`src/rtl/xbus_pkg.sv`:
```
package xbus_pkg;
  typedef enum logic [2:0] {
    PH_IDLE,
    PH_ADDR,
    PH_SETUP,
    PH_STROBE,
    PH_RECOV,
    PH_RESP
  } phase_t;

  localparam logic [1:0] KIND_FETCH = 2'b00;
  localparam logic [1:0] KIND_WIDE  = 2'b01;
endpackage

```
`src/rtl/xbus_seq.sv`:
```
module xbus_seq
  import xbus_pkg::*;
#(
  parameter int DATA_W  = 8,
  parameter int ALE_CYC = 2,
  parameter int STB_CYC = 3
) (
  input  logic                clk,
  input  logic                rst_n,
  input  logic                req_valid,
  input  logic [1:0]          req_kind,
  input  logic                req_write,
  input  logic [2*DATA_W-1:0] req_addr,
  input  logic [DATA_W-1:0]   req_wdata,
  input  logic                rsp_ready,
  output phase_t              phase,
  output logic                accept,
  output logic                last_strobe,
  output logic                cur_fetch,
  output logic                cur_paged,
  output logic                cur_write,
  output logic [2*DATA_W-1:0] cur_addr,
  output logic [DATA_W-1:0]   cur_wdata
);
  localparam int CMAX  = (ALE_CYC > STB_CYC) ? ALE_CYC : STB_CYC;
  localparam int CNT_W = $clog2(CMAX + 1);
  localparam logic [CNT_W-1:0] ALE_LAST = CNT_W'(ALE_CYC - 1);
  localparam logic [CNT_W-1:0] STB_LAST = CNT_W'(STB_CYC - 1);

  logic [CNT_W-1:0] cnt;

  assign accept      = req_valid && (phase == PH_IDLE);
  assign last_strobe = (phase == PH_STROBE) && (cnt == STB_LAST);

  always_ff @(posedge clk or negedge rst_n) begin
    if (!rst_n) begin
      phase     <= PH_IDLE;
      cnt       <= '0;
      cur_fetch <= 1'b0;
      cur_paged <= 1'b0;
      cur_write <= 1'b0;
      cur_addr  <= '0;
      cur_wdata <= '0;
    end else begin
      unique case (phase)
        PH_IDLE: if (accept) begin
          phase     <= PH_ADDR;
          cnt       <= '0;
          cur_fetch <= (req_kind == KIND_FETCH);
          cur_paged <= req_kind[1];
          cur_write <= req_write && (req_kind != KIND_FETCH);
          cur_addr  <= req_addr;
          cur_wdata <= req_wdata;
        end
        PH_ADDR: begin
          if (cnt == ALE_LAST) phase <= PH_SETUP;
          else cnt <= cnt + 1'b1;
        end
        PH_SETUP: begin
          phase <= PH_STROBE;
          cnt   <= '0;
        end
        PH_STROBE: begin
          if (cnt == STB_LAST) phase <= PH_RECOV;
          else cnt <= cnt + 1'b1;
        end
        PH_RECOV: phase <= PH_RESP;
        PH_RESP: if (rsp_ready) phase <= PH_IDLE;
        default: phase <= PH_IDLE;
      endcase
    end
  end
endmodule

```
`src/rtl/xbus_lo_port.sv`:
```
module xbus_lo_port
  import xbus_pkg::*;
#(
  parameter int DATA_W = 8
) (
  input  logic              clk,
  input  logic              rst_n,
  input  phase_t            phase,
  input  logic              accept,
  input  logic              last_strobe,
  input  logic              is_write,
  input  logic [DATA_W-1:0] addr_lo,
  input  logic [DATA_W-1:0] wdata,
  input  logic              sfr_we,
  input  logic [DATA_W-1:0] sfr_wdata,
  input  logic [DATA_W-1:0] lo_in,
  output logic [DATA_W-1:0] sfr_q,
  output logic [DATA_W-1:0] lo_out,
  output logic              lo_oe,
  output logic [DATA_W-1:0] rdata
);
  logic addr_phase, data_phase;

  assign addr_phase = (phase == PH_ADDR) || (phase == PH_SETUP);
  assign data_phase = (phase == PH_STROBE) || (phase == PH_RECOV);

  always_ff @(posedge clk or negedge rst_n) begin
    if (!rst_n) begin
      sfr_q <= '1;
      rdata <= '0;
    end else begin
      if (accept)      sfr_q <= '1;
      else if (sfr_we) sfr_q <= sfr_wdata;
      if (accept)                       rdata <= '0;
      else if (last_strobe && !is_write) rdata <= lo_in;
    end
  end

  always_comb begin
    lo_oe  = addr_phase || (is_write && data_phase);
    lo_out = sfr_q;
    if (addr_phase)                   lo_out = addr_lo;
    else if (is_write && data_phase) lo_out = wdata;
  end
endmodule

```
`src/rtl/xbus_hi_port.sv`:
```
module xbus_hi_port
  import xbus_pkg::*;
#(
  parameter int DATA_W = 8
) (
  input  logic              clk,
  input  logic              rst_n,
  input  phase_t            phase,
  input  logic              paged,
  input  logic [DATA_W-1:0] addr_hi,
  input  logic              sfr_we,
  input  logic [DATA_W-1:0] sfr_wdata,
  output logic [DATA_W-1:0] sfr_q,
  output logic [DATA_W-1:0] hi_out,
  output logic [DATA_W-1:0] hi_strong
);
  logic addr_owned;

  assign addr_owned = !paged && (phase inside {PH_ADDR, PH_SETUP, PH_STROBE, PH_RECOV});

  always_ff @(posedge clk or negedge rst_n) begin
    if (!rst_n)      sfr_q <= '1;
    else if (sfr_we) sfr_q <= sfr_wdata;
  end

  for (genvar b = 0; b < DATA_W; b++) begin : g_bit
    assign hi_out[b]    = addr_owned ? addr_hi[b] : sfr_q[b];
    assign hi_strong[b] = addr_owned && addr_hi[b];
  end
endmodule

```
`src/rtl/xbus_ctrl.sv`:
```
module xbus_ctrl
  import xbus_pkg::*;
#(
  parameter int DATA_W  = 8,
  parameter int ALE_CYC = 2,
  parameter int STB_CYC = 3
) (
  input  logic                clk,
  input  logic                rst_n,
  input  logic                req_valid,
  output logic                req_ready,
  input  logic [1:0]          req_kind,
  input  logic                req_write,
  input  logic [2*DATA_W-1:0] req_addr,
  input  logic [DATA_W-1:0]   req_wdata,
  output logic                rsp_valid,
  input  logic                rsp_ready,
  output logic [DATA_W-1:0]   rsp_rdata,
  output logic                busy,
  input  logic                sfr_lo_we,
  input  logic                sfr_hi_we,
  input  logic [DATA_W-1:0]   sfr_wdata,
  output logic [DATA_W-1:0]   sfr_lo_q,
  output logic [DATA_W-1:0]   sfr_hi_q,
  output logic [DATA_W-1:0]   lo_out,
  output logic                lo_oe,
  input  logic [DATA_W-1:0]   lo_in,
  output logic [DATA_W-1:0]   hi_out,
  output logic [DATA_W-1:0]   hi_strong,
  output logic                ale,
  output logic                psen_n,
  output logic                rd_n,
  output logic                wr_n
);
  localparam int ADDR_W = 2 * DATA_W;

  phase_t              phase;
  logic                accept, last_strobe;
  logic                cur_fetch, cur_paged, cur_write;
  logic [ADDR_W-1:0]   cur_addr;
  logic [DATA_W-1:0]   cur_wdata;
  logic                strobe_on;

  xbus_seq #(.DATA_W(DATA_W), .ALE_CYC(ALE_CYC), .STB_CYC(STB_CYC)) i_seq (
    .clk, .rst_n, .req_valid, .req_kind, .req_write, .req_addr, .req_wdata,
    .rsp_ready, .phase, .accept, .last_strobe, .cur_fetch, .cur_paged,
    .cur_write, .cur_addr, .cur_wdata
  );

  xbus_lo_port #(.DATA_W(DATA_W)) i_lo (
    .clk, .rst_n, .phase, .accept, .last_strobe, .is_write(cur_write),
    .addr_lo(cur_addr[DATA_W-1:0]), .wdata(cur_wdata), .sfr_we(sfr_lo_we),
    .sfr_wdata, .lo_in, .sfr_q(sfr_lo_q), .lo_out, .lo_oe, .rdata(rsp_rdata)
  );

  xbus_hi_port #(.DATA_W(DATA_W)) i_hi (
    .clk, .rst_n, .phase, .paged(cur_paged), .addr_hi(cur_addr[ADDR_W-1:DATA_W]),
    .sfr_we(sfr_hi_we), .sfr_wdata, .sfr_q(sfr_hi_q), .hi_out, .hi_strong
  );

  assign strobe_on = (phase == PH_STROBE);
  assign req_ready = (phase == PH_IDLE);
  assign busy      = (phase != PH_IDLE);
  assign rsp_valid = (phase == PH_RESP);
  assign ale       = (phase == PH_ADDR);
  assign psen_n    = !(strobe_on && cur_fetch);
  assign rd_n      = !(strobe_on && !cur_fetch && !cur_write);
  assign wr_n      = !(strobe_on && !cur_fetch && cur_write);
endmodule

```
`config.mk`:
```
export PLATFORM = sky130hd
export DESIGN_NAME = xbus_ctrl
export DESIGN_NICKNAME = d
export VERILOG_FILES = /design/src/rtl/xbus_pkg.sv /design/src/rtl/xbus_seq.sv /design/src/rtl/xbus_lo_port.sv /design/src/rtl/xbus_hi_port.sv /design/src/rtl/xbus_ctrl.sv
export SDC_FILE = /design/constraint.sdc
export NUM_CORES = 1
export LEC_CHECK = 0
export BUFFER_PORTS_ARGS = -buffer_cell sky130_fd_sc_hd__buf_4
export CORE_MARGIN = 4
export CORE_UTILIZATION = 44
export DETAILED_ROUTE_END_ITERATION = 8
export PLACE_DENSITY = 0.81
export SYNTH_ARGS = -nofsm -noshare
export SYNTH_HDL_FRONTEND = slang
export SYNTH_SLANG_ARGS = --single-unit
```
`constraint.sdc`:
```
create_clock -name clk -period 1.45 [get_ports clk]
set_input_delay 0.145 -clock clk [delete_from_list [all_inputs] [get_ports clk]]
set_output_delay 0.145 -clock clk [all_outputs]
set_load 0.01 [all_outputs]
```
# Word-level counts from Yosys, hierarchy flattened
# Index checks and enable logic that the tools add are counted.
word_totals:
  word_cells: 85
  regBits: 56
  input_bits: 49
  output_inout_bits: 56
classes:
  n_reduce_logical: 38
  n_mux: 23
  n_eq_ne: 13
  add_sub_neg: 1
op_table:
  columns: ["operator", "n"]
  rows:
  - ["two-way mux 8 bit", 6]
  - ["logical AND 1 bit", 18]
  - ["one-hot mux 3 bit (6 select lines)", 1]
  - ["two-way mux 3 bit", 4]
  - ["two-way mux 1 bit", 8]
  - ["!= test 2 x 1 -> 1 bit, second input constant", 4]
  - ["one-hot mux 2 bit (4 select lines)", 1]
  - ["AND reduction 4 bit", 2]
  - ["nonzero test 4 bit", 2]
  - ["equality test 3 x 2 -> 1 bit, second input constant", 2]
  - ["equality test 3 bit, second input constant", 2]
  - ["zero test 1 bit", 6]
  - ["two-way mux 2 bit", 3]
  - ["nonzero test 2 bit", 3]
  - ["!= test 2 bit, second input constant", 2]
  - ["equality test 3 x 1 -> 1 bit, second input constant", 1]
  - ["zero test 3 bit", 1]
  - ["logical OR 1 bit", 3]
  - ["nonzero test 3 bit", 1]
  - ["adder 2 x 1 -> 2 bit, second input constant", 1]
  - ["equality test 2 x 1 -> 1 bit, second input constant", 1]
  - ["equality test 2 bit, second input constant", 1]
  - ["zero test 2 bit", 1]
  - ["AND reduction 2 bit", 1]

# Logic depth before layout (Yosys ltp)
# Gate-level depths: netlist of run 1.
depth:
  ltp_word: 5
  ltp_mapped: 7
  ltp_nobuf: 6

# Modules after synthesis
# A second synthesis of run 1 with hierarchy kept.
hier_totals:
  hier_cells: 239
  hier_area_um2: 2867.8
by_module_without_submodules:
  columns: ["mod", "n_inst", "seq_area_each_um2", "cells_each", "area_each_um2"]
  rows:
  - ["xbus_seq", 1, 800.8, 97, 1358.8]
  - ["xbus_lo_port", 1, 410.4, 97, 949.7]
  - ["xbus_hi_port", 1, 210.2, 37, 501.7]
  - ["xbus_ctrl", 1, 0.0, 8, 57.6]

# Least setup slack after synthesis of run 1
# Ideal clock, no wire load.
synth_path:
  path_kind: "register -> output"
  start: "reg i_seq.phase[0]"
  end: "out hi_out[0]"
  path_slack_ns: -0.109
  path_stages_with_launch: 6
  required_ns: 1.305
  arrival_ns: 1.414
  n_path_buf: 2
  path_cell_list: "dfrtp_1 -> buf_2 -> o21a_1 -> nor3_4 -> buf_6 -> mux2_4"
synth_between:
  elab_chain_cells: 4
  word_cells_on_any_way: 7
  classes_between: "eq/ne (4); mux (1); reduce/logical (2)"
synth_rtl:
  columns: ["item", "line", "text"]
  rows:
  - ["start: declaration", "xbus_seq.sv:16", "output phase_t phase,"]
  - ["start signal: assignment", "xbus_seq.sv:37", "phase <= PH_IDLE;"]
  - ["start signal: assignment", "xbus_seq.sv:47", "phase <= PH_ADDR;"]
  - ["start signal: assignment", "xbus_seq.sv:56", "if (cnt == ALE_LAST) phase <= PH_SETUP;"]
  - ["equality test 3 x 1 -> 1 bit (tied with other cells)", "xbus_hi_port.sv:19", "assign addr_owned = !paged && (phase inside {PH_ADDR, PH_SETUP, PH_STROBE, PH_RECOV});"]
  - ["nonzero test 4 bit (*)", "xbus_hi_port.sv:19", null]
  - ["logical AND 1 bit (*)", "xbus_hi_port.sv:19", null]
  - ["two-way mux 1 bit (*)", "xbus_hi_port.sv:27", "assign hi_out[b] = addr_owned ? addr_hi[b] : sfr_q[b];"]
  - ["end: declaration", "xbus_ctrl.sv:28", "output logic [DATA_W-1:0] hi_out,"]
# Mark *: on every way between the ends. The rest lies on a longest branch, timed or not.

# Final worst setup path of run 1
layout_path:
  start: "reg i_seq.phase[1]"
  end: "out hi_out[7]"
# The elaborated chain is that of the path after synthesis.

==> results of run 1 <==
-- Yosys cell counts, drive strengths merged --
library cell	instances	area (sq um)
mux2	18	210
ha	2	25.0
mux2i	25	250
inv	3	11.3
nand2b	2	12.5
a211o	1	8.76
xor2	1	8.76
nor3b	2	15.0
buf	14	108
dfstp	16	420
o21ai	4	20.0
dfrtp	40	1000
nand3b	3	22.5
nor3	2	32.5
o31ai	1	7.51
and3b	2	17.5
nand4b	1	23.8
clkbuf	3	11.3
nor2	22	98.9
nand2	94	355
and2	9	56.3
a221oi	1	8.76
o21a	1	7.51
a21oi	10	53.8
or3	1	6.26
-- path summary, 6_finish.rpt --
check | endpoint | slack (ns)
min | i_seq.cur_fetch | 0.01
max reg2reg | i_seq.cur_wdata[6] | -0.15
max in group asynchronous | i_lo.sfr_q[5] | 0.61
min in group asynchronous | i_lo.rdata[2] | 0.28
max | hi_out[7] | -0.54
min reg2reg | i_seq.cur_wdata[5] | 0.48
-- final cells by class --
type                            count  share of cell area [%]
Clock buffer                        5                    1.54
Multi-Input combinational cell    202                    33.7
Sequential cell                    56                    31.8
Inverter                            3                   0.308
Tap cell                           75                    2.10
Timing Repair Buffer              142                    30.0
Clock inverter                      3                   0.503
-- repair_timing --
item | CTS | global route
buffers inserted | 4 | 7
pin swaps | 27 | 25
resized for setup | 67 | 71
hold buffers | 1 | 0
cloned | 5 | 2
hold endpoints to repair | 24 | 0
endpoints found under the setup margin | 68 | 70
-- flip-flops by register name, indices dropped and copies added (netlist names) --
register and flops:
i_seq.cur_wdata 8, i_seq.cur_addr 16, i_seq.cur_write 1, i_hi.sfr_q 8, i_lo.rdata 8, i_seq.cnt 2, i_seq.phase 3, i_seq.cur_fetch 1
i_lo.sfr_q 8, i_seq.cur_paged 1
-- worst register-to-register path: stages (launching register included) --
cell	delay (ns)
dfrtp_2	0.47
buf_6	0.14
nor3_4	0.18
buf_6	0.18
and2_4	0.24
buf_12	0.13
buf_8	0.11
nand2_2	0.04
nand2_1	0.05
-- stage by stage --
stage | hold slack (ns) | total power [mW]
after floorplan | -0.151 | 5.23
after global placement | 0.0679 | 7.30
after detailed placement | 0.0705 | 7.44
after CTS | 0.00282 | 8.93
after global routing | 0.000696 | 10.4
final | 0.00985 | 9.74
-- power breakdown --
| part | switching, mW | internal, mW | leakage, nW | total, mW |
|---|---|---|---|---|
| Combinational | 2.70 | 3.48 | 1.61 | 6.18 |
| Clock | 0.531 | 0.348 | 0.0485 | 0.878 |
| Sequential | 0.474 | 2.21 | 0.674 | 2.69 |
| Total | 3.70 | 6.04 | 2.34 | 9.74 |
-- cell families after synthesis --
group	Yosys count	share of synthesized area (%)
xor+xnor	1	0.314
flops	56	50.9
fa+ha+maj	2	0.896
mux	43	16.5
buf+inv	20	4.66
compound gates	18	3.81
simple gates	138	22.9
-- metal layers --
layer	vias up	track usage, %	share of wire [%]
li1	1169	-	-
met1	1165	25.1	41
met2	60	33.7	53
met3	8	3.76	4.9
met4	0	5.16	1.2
met5	-	0	0
==> run metrics, run 1 <==
status finished, violations left; violated checks setup timing; initial antenna violation count 0; layout cells sized above 1 62.3%; Seq. cell area 0.00143 sq mm; Tot GR Track Use about a fifth; vias in the first global route 2447; # rows 28; clk_lat worst skew roughly 0.32 ns; Nets 461; Max stage delay cell, worst path dfrtp_2; Max Buffers Root-to-Sink 2; TritonCTS clock tree built; HPWL Detailed ~5300 um; Final Setup Violations 67; R2R cell count 8; Worst-path clk slew around 0.10 ns; Mapped Cells 278; Final Cell Area 0.00448 sq mm; static leakage 2.34 nW; critical-path maximum fanout 8; Mapped Area 0.00279 sq mm; syn nets 329; CTS Buf Count 5; area grow syn2layout 60.3%; WP depth 5; most common cell after layout, fill and taps aside buf_4; crit path cell chain o21a_1 > nor3_4 > buf_12 > mux2_4 > buf_6; RSZ-0062 raised after global routing yes; Place WS -0.224 ns; WP buf/inv 2; Max stage delay on crit path 0.48 ns; Yosys cell types 33; hold_sp req_kind[0]; final max-slew violation count 0; Final Cycle Share 137%; post-route setup slack -0.540 ns; crit path DAT 1.85 ns; num ports 105; Worst VDD drop 1.39 mV; WS Path Type reg -> out; maximum number of pins on one net before global-route repair 33; clock root cell clkbuf_8; total length of routed wires 7820 um; filler instances around 430; hold depth 2; Detailed Routing Iterations Pass 1 4; DR iter-0 viols 81; DP Area 0.00376 sq mm; FF+latch count, synth 56; count of port buffers added during placement 104; mean post-synth cell area approximately 10 sq um; Core Area 0.00603 sq mm; GPL Wtd Cong 0.807; Die X around 88 um; crit start category register; clock skew 0.0150 ns; CTS HTree Levels 2; clock sinks between 50 and 60; crit path launch i_seq.phase[1]; die area slightly below 0.008 sq mm; Max Cap Viol 0; Crit Reg-Reg Startpoint i_seq.phase[2]; crit-path leading delay family flip-flops; post-route ant nets 0; fin crit period 1.99 ns; routed vias between 2k and 2.5k; placed cells 462; YS warnings 0; fmax 0.503 GHz; n_diodes 0; highest-count cells in the layout ignoring fill and taps buf_4 (96), nand2_1 (59), dfrtp_1 (37); first-pass GRT wire length ~12000 um; final core area utilization 74.3%; initial core utilization 46.3%; Avg WL per Cell 16.1 um; post-route insts no fill around 490; Required @ worst endpoint about 1.3 ns; crit path capture type output port; TNS Setup -15.84 ns; grt total ovfl 0; multi-input logic area 0.00151 sq mm; Die Ht between 80 and 90 um; Seq/Total Area, Yosys 50.9%; residual DRC count 0; Min-Delay Path Class in -> reg; worst slew pin tran 0.333 ns; Slew HR 77.8%; hold violation count in the final report 0; vias per cell 4.94; Pwr Density 2180 mW/mm^2
Note: power is estimated with default switching activity, not from simulation.
==> inputs of run 2 (changes only) <==
--- a/config.mk
+++ b/config.mk
@@ -7,9 +7,9 @@
 export LEC_CHECK = 0
 export BUFFER_PORTS_ARGS = -buffer_cell sky130_fd_sc_hd__buf_4
 export CORE_MARGIN = 4
-export CORE_UTILIZATION = 44
+export CORE_UTILIZATION = 53
 export DETAILED_ROUTE_END_ITERATION = 8
-export PLACE_DENSITY = 0.81
+export PLACE_DENSITY = 0.9
 export SYNTH_ARGS = -nofsm -noshare
 export SYNTH_HDL_FRONTEND = slang
 export SYNTH_SLANG_ARGS = --single-unit
==> constraint.sdc (replaced) <==
create_clock -name clk -period 2.45 [get_ports clk]
set_input_delay 0.245 -clock clk [delete_from_list [all_inputs] [get_ports clk]]
set_output_delay 0.245 -clock clk [all_outputs]
set_load 0.01 [all_outputs]
==> run metrics, run 2 (synthesis gave the netlist of run 1 again) <==
worst slew pin tran around 0.69 ns; vias in the first global route 2083; sw power about 1.8 mW; layout cells sized above 1 41.1%; Worst VDD drop 0.677 mV; Die X 80.6 um; Worst-path clk slew 0.11 ns; fin crit period 2.33 ns; Pwr Density 1250 mW/mm^2; GPL Wtd Cong 0.851; final max-slew violation count 0; count of port buffers added during placement roughly 100; Comb pwr share 53.2%; Max Cap Viol 0; WP buf/inv 2; Place WS between 0.4 and 0.5 ns; clock skew approximately 0.014 ns; crit path DAT 2.08 ns; WS Path Type reg -> out; Core Area 0.00511 sq mm; initial core utilization 54.7%; HPWL Detailed 4860 um; TritonCTS clock tree built; Max stage delay on crit path 0.65 ns; CTS Buf Count 5; crit path capture type output port; clk_lat worst skew 0.31 ns; post-route setup slack 0.124 ns; first-pass GRT wire length 9930 um; Switching Fraction 39.9%; Clock power frac 11.1%; vias per cell just under 5; RSZ-0062 raised after global routing no; routed vias 2198; # rows 26; n_diodes 0; CTS HTree Levels 2; highest-count cells in the layout ignoring fill and taps buf_4 (107), nand2_1 (93), dfrtp_1 (40); crit-path leading delay family flip-flops; most common cell after layout, fill and taps aside buf_4; critical-path maximum fanout 16; Avg WL per Cell 14.5 um; num ports 105; area grow syn2layout 31.2%; Final Setup Violations 0; Max Buffers Root-to-Sink 2; filler instances 376; sequential power share between 30% and 40%; clock root cell clkbuf_8; initial antenna violation count 0; TNS Setup 0 ns; DR iter-0 viols 134; Final Cycle Share 95.0%; max reg flops 16; status finished clean; fmax between 0.4 and 0.5 GHz; most flop-heavy register i_seq.cur_addr; Required @ worst endpoint 2.20 ns; total length of routed wires 6490 um; maximum number of pins on one net before global-route repair 57; dominant cell type by count on the critical path buf_4; Min-Delay Path Class in -> reg; post-route ant nets 0; Detailed Routing Iterations Pass 1 4; Die Ht 80.6 um; static leakage 1.94 nW; clock sinks 56; Internal between 2 and 3 mW; grt total ovfl 0; hold violation count in the final report 0; Tot GR Track Use between 10% and 20%; residual DRC count 0; flop2flop setup slack 0.54 ns; Max stage delay cell, worst path dfrtp_1; Nets 427; crit start category register; crit path cell chain and3b_1 > o21ai_1 > buf_4 > mux2i_1 > a21oi_1 > buf_4; post-cts repair resize count 0; Slew HR 53.7%; die area 0.00649 sq mm
[run 2: changes by cell type in the layout (fill, tap and decap cells not counted), moves of 10 or more]
cell	before	now
nand2_1	59	93
buf_4	96	107
nor2_2	10	0
nor2_1	11	21
nand2_2	26	1
buf_6	34	0
[run 2: timing repair]
action,CTS,global route
hold buffers,1,0
setup endpoints to repair,0,0
endpoints found under the hold margin,6,0
setup buffers,0,0
[run 2: layout make-up]
type                    instances  area (sq um)  area share [%]
repair buffers                108           813            22.2
multi-input cells             202          1240            33.9
clock buffers                   5          68.8            1.88
clock inverters                 3          20.0           0.546
well taps                      70          87.6            2.39
flip-flops and latches         56          1420            38.8
inverters                       3          11.3           0.307
[run 2: tightest hold or removal path, cell delays in order]
cell and delay (ns):
buf_4 0.07, nand2_1 0.04, nand2_1 0.04
[run 2: metal layers]
metal,up-vias,wire length [um],global-route usage [%]
met3,6,324,2.80
met2,60,3330,35.1
met1,1028,2760,25.3
met5,-,0,0
met4,0,76,5.57
li1,1104,-,-
[run 2: power groups by stage]
stage                     logic [mW]  clock network, mW  registers (mW)
final                           2.44              0.510            1.64
after global routing            2.65              0.558            1.69
after global placement          2.37                  0            1.63
after floorplan                 1.52                  0            1.57
after detailed placement        2.46                  0            1.65
after CTS                       2.47              0.520            1.63
[run 2: through the flow]
stage / util [%] / std cells / hold WS (ns) / instance area, sq um / power [mW]
floorplan: - / 278 / -0.0506 / 2790 / 3.08
global placement: 69.8 / 438 / 0.328 / 3560 / 4.00
detailed placement: 69.8 / 438 / 0.340 / 3560 / 4.11
CTS: 71.7 / 447 / 0.114 / 3660 / 4.62
global route: 71.7 / 447 / 0.121 / 3660 / 4.90
finish: 71.7 / 447 / 0.114 / 3660 / 4.59
[run 2: final timing paths]
kind                                   startpoint                 to  cells past startpoint
worst min-delay path                  req_addr[8]  i_seq.cur_addr[8]                      3
worst max-delay path               i_seq.phase[2]          lo_out[2]                      6
min in group asynchronous                   rst_n  i_seq.cur_addr[9]                      2
worst max register to register     i_seq.phase[1]    i_seq.cur_fetch                      3
max in group asynchronous                   rst_n     i_seq.phase[0]                      2
worst min register to register  i_seq.cur_addr[7]  i_seq.cur_addr[7]                      2
==> inputs of run 3 (changes only) <==
--- a/config.mk
+++ b/config.mk
@@ -5,6 +5,7 @@
 export SDC_FILE = /design/constraint.sdc
 export NUM_CORES = 1
 export LEC_CHECK = 0
+export ABC_AREA = 1
 export BUFFER_PORTS_ARGS = -buffer_cell sky130_fd_sc_hd__buf_4
 export CORE_MARGIN = 4
 export CORE_UTILIZATION = 53
==> run metrics, run 3 <==
status finished clean; Seq/Total Area, Yosys 50.2%; top post-synthesis cells by count nand2_1 (110), dfrtp_1 (40), nand3_1 (38); crit path capture type output port; Synth area leaders dfrtp_1 (35%), dfstp_2 (15%), nand2_1 (15%); post-route ant nets 0; initial core utilization 55.0%; final max-slew violation count 0; Core Area 0.00514 sq mm; clock skew between 0.01 and 0.015 ns; clk_lat worst skew 0.31 ns; top cell type's share of synthesized area 35.4%; hold violation count in the final report 0; TritonCTS clock tree built; Min-Delay Path Class in -> reg; Nets ~500; YS warnings 0; Mapped Area 0.00283 sq mm; Detailed Routing Iterations Pass 1 4; RSZ-0062 raised after global routing no; DR iter-0 viols about 170; # rows 26; Avg WL per Cell 14.5 um; die area between 0.006 and 0.007 sq mm; sw power slightly above 2 mW; Switching Fraction 44.3%; Die Ht 81.1 um; Tot GR Track Use 23.4%; mean post-synth cell area between 8 and 9 sq um; placed cells 503; crit start category register; Synth area leader dfrtp_1; grt total ovfl 0; layout cells sized above 1 36.2%; Final Cycle Share 92.6%; Synth Flop Type dfrtp_1; crit path DAT 2.02 ns; CTS HTree Levels 2; routed vias 2626; FF+latch count, synth 56; fmax 0.441 GHz; Place WS approximately 0.54 ns; Slew HR 53.9%; critical-path maximum fanout 24; filler instances 431; Final Cell Area 0.00372 sq mm; first-pass GRT wire length 11800 um; post-route setup slack roughly 0.18 ns; count of port buffers added during placement 104; residual DRC count 0; CTS Buf Count 5; n_diodes 0; num ports ~110; Pwr Density between 1000 and 1500 mW/mm^2; Max Buffers Root-to-Sink 2; vias in the first global route 2474; vias per cell around 5; max reg flops 16; Die X 81.1 um; static leakage 1.99 nW; worst slew pin tran 0.691 ns; most flop-heavy register i_seq.cur_addr; WS Path Type reg -> out; most common cell after layout, fill and taps aside nand2_1; area grow syn2layout 31.6%; HPWL Detailed 5710 um; Final Total Pwr 4.57 mW; sequential power share between 30% and 40%; Worst VDD drop around 0.77 mV; Final Setup Violations 0; clock root cell clkbuf_8; EDFF count, synth 0; maximum number of pins on one net before global-route repair between 50 and 60; final core area utilization roughly 72%; Required @ worst endpoint 2.20 ns; TNS Setup 0 ns; Internal about 2.5 mW; most numerous cell in the Yosys netlist nand2_1; Comb pwr share 54.9%; Worst-path clk slew 0.10 ns; Mapped Cells around 340; syn nets 393; Yosys cell types 27; fin crit period about 2.3 ns; Clock power frac about 11%; hold slack 0.130 ns; post-route insts no fill 512; Synth async-reset ratio 100%; GPL Wtd Cong approximately 0.90; Max Cap Viol 0; highest-count cells in the layout ignoring fill and taps nand2_1 (110), buf_4 (105), dfrtp_1 (40); DP Area 0.00362 sq mm; initial antenna violation count 0; clock sinks 56; total length of routed wires 7440 um
-- run 3: critical path: stages, from the launching register on --
cell and delay [ns]:
dfrtp_1 0.50, nor2_4 0.21, nand2_4 0.10, inv_2 0.08, nor2_2 0.04, nand2_2 0.38
nand2_1 0.15, o21ai_2 0.10, buf_4 0.15
-- run 3: kinds of logic after synthesis --
group / Yosys count / share of synthesized area (%)
and+or+nand+nor: 176 / 28.1
DFF: 56 / 50.2
buffers and inverters: 54 / 8.36
AOI/OAI and AO/OA: 46 / 9.20
muxes: 8 / 3.18
adders and majority gates: 2 / 0.884
-- run 3: final timing paths --
path	startpoint	end	slack (ns)	cells after the start
worst max-delay path	i_seq.phase[1]	hi_out[1]	0.18	8
worst min-delay path	req_addr[3]	i_seq.cur_addr[3]	0.13	3
worst max register to register	i_seq.phase[1]	i_seq.cur_addr[15]	0.73	6
worst min register to register	i_seq.cur_addr[6]	i_seq.cur_addr[6]	0.48	2
max in group asynchronous	rst_n	i_seq.cur_wdata[7]	1.46	2
min in group asynchronous	rst_n	i_seq.cur_write	0.51	2
-- run 3: power by group through the flow --
| stage | registers (mW) | logic [mW] | clock network, mW |
|---|---|---|---|
| global route | 1.60 | 2.77 | 0.549 |
| global placement | 1.54 | 2.41 | 0 |
| floorplan | 1.53 | 1.50 | 0 |
| detailed placement | 1.57 | 2.51 | 0 |
| finish | 1.56 | 2.51 | 0.503 |
| CTS | 1.55 | 2.53 | 0.515 |
-- run 3: layer usage --
metal	track usage (%)	vias to the layer above	share of wire (%)
met5	0	-	0
met4	5.57	0	0.85
met3	4.99	6	6.6
met2	40.6	105	51
met1	30.0	1240	41
li1	-	1275	-
-- run 3: area by class of cell --
type / instances / area (sq um) / area share, %
well taps: 70 / 87.6 / 2.35
flip-flops and latches: 56 / 1420 / 38.2
multi-input cells: 232 / 1170 / 31.5
repair buffers: 106 / 798 / 21.4
inverters: 40 / 155 / 4.17
clock buffers: 5 / 68.8 / 1.85
clock inverters: 3 / 21.3 / 0.571
-- run 3: repair_timing --
action                    CTS  global route
buffers inserted            0             0
hold buffers                1             0
hold endpoints to repair   31             0
gates resized for setup     0             0
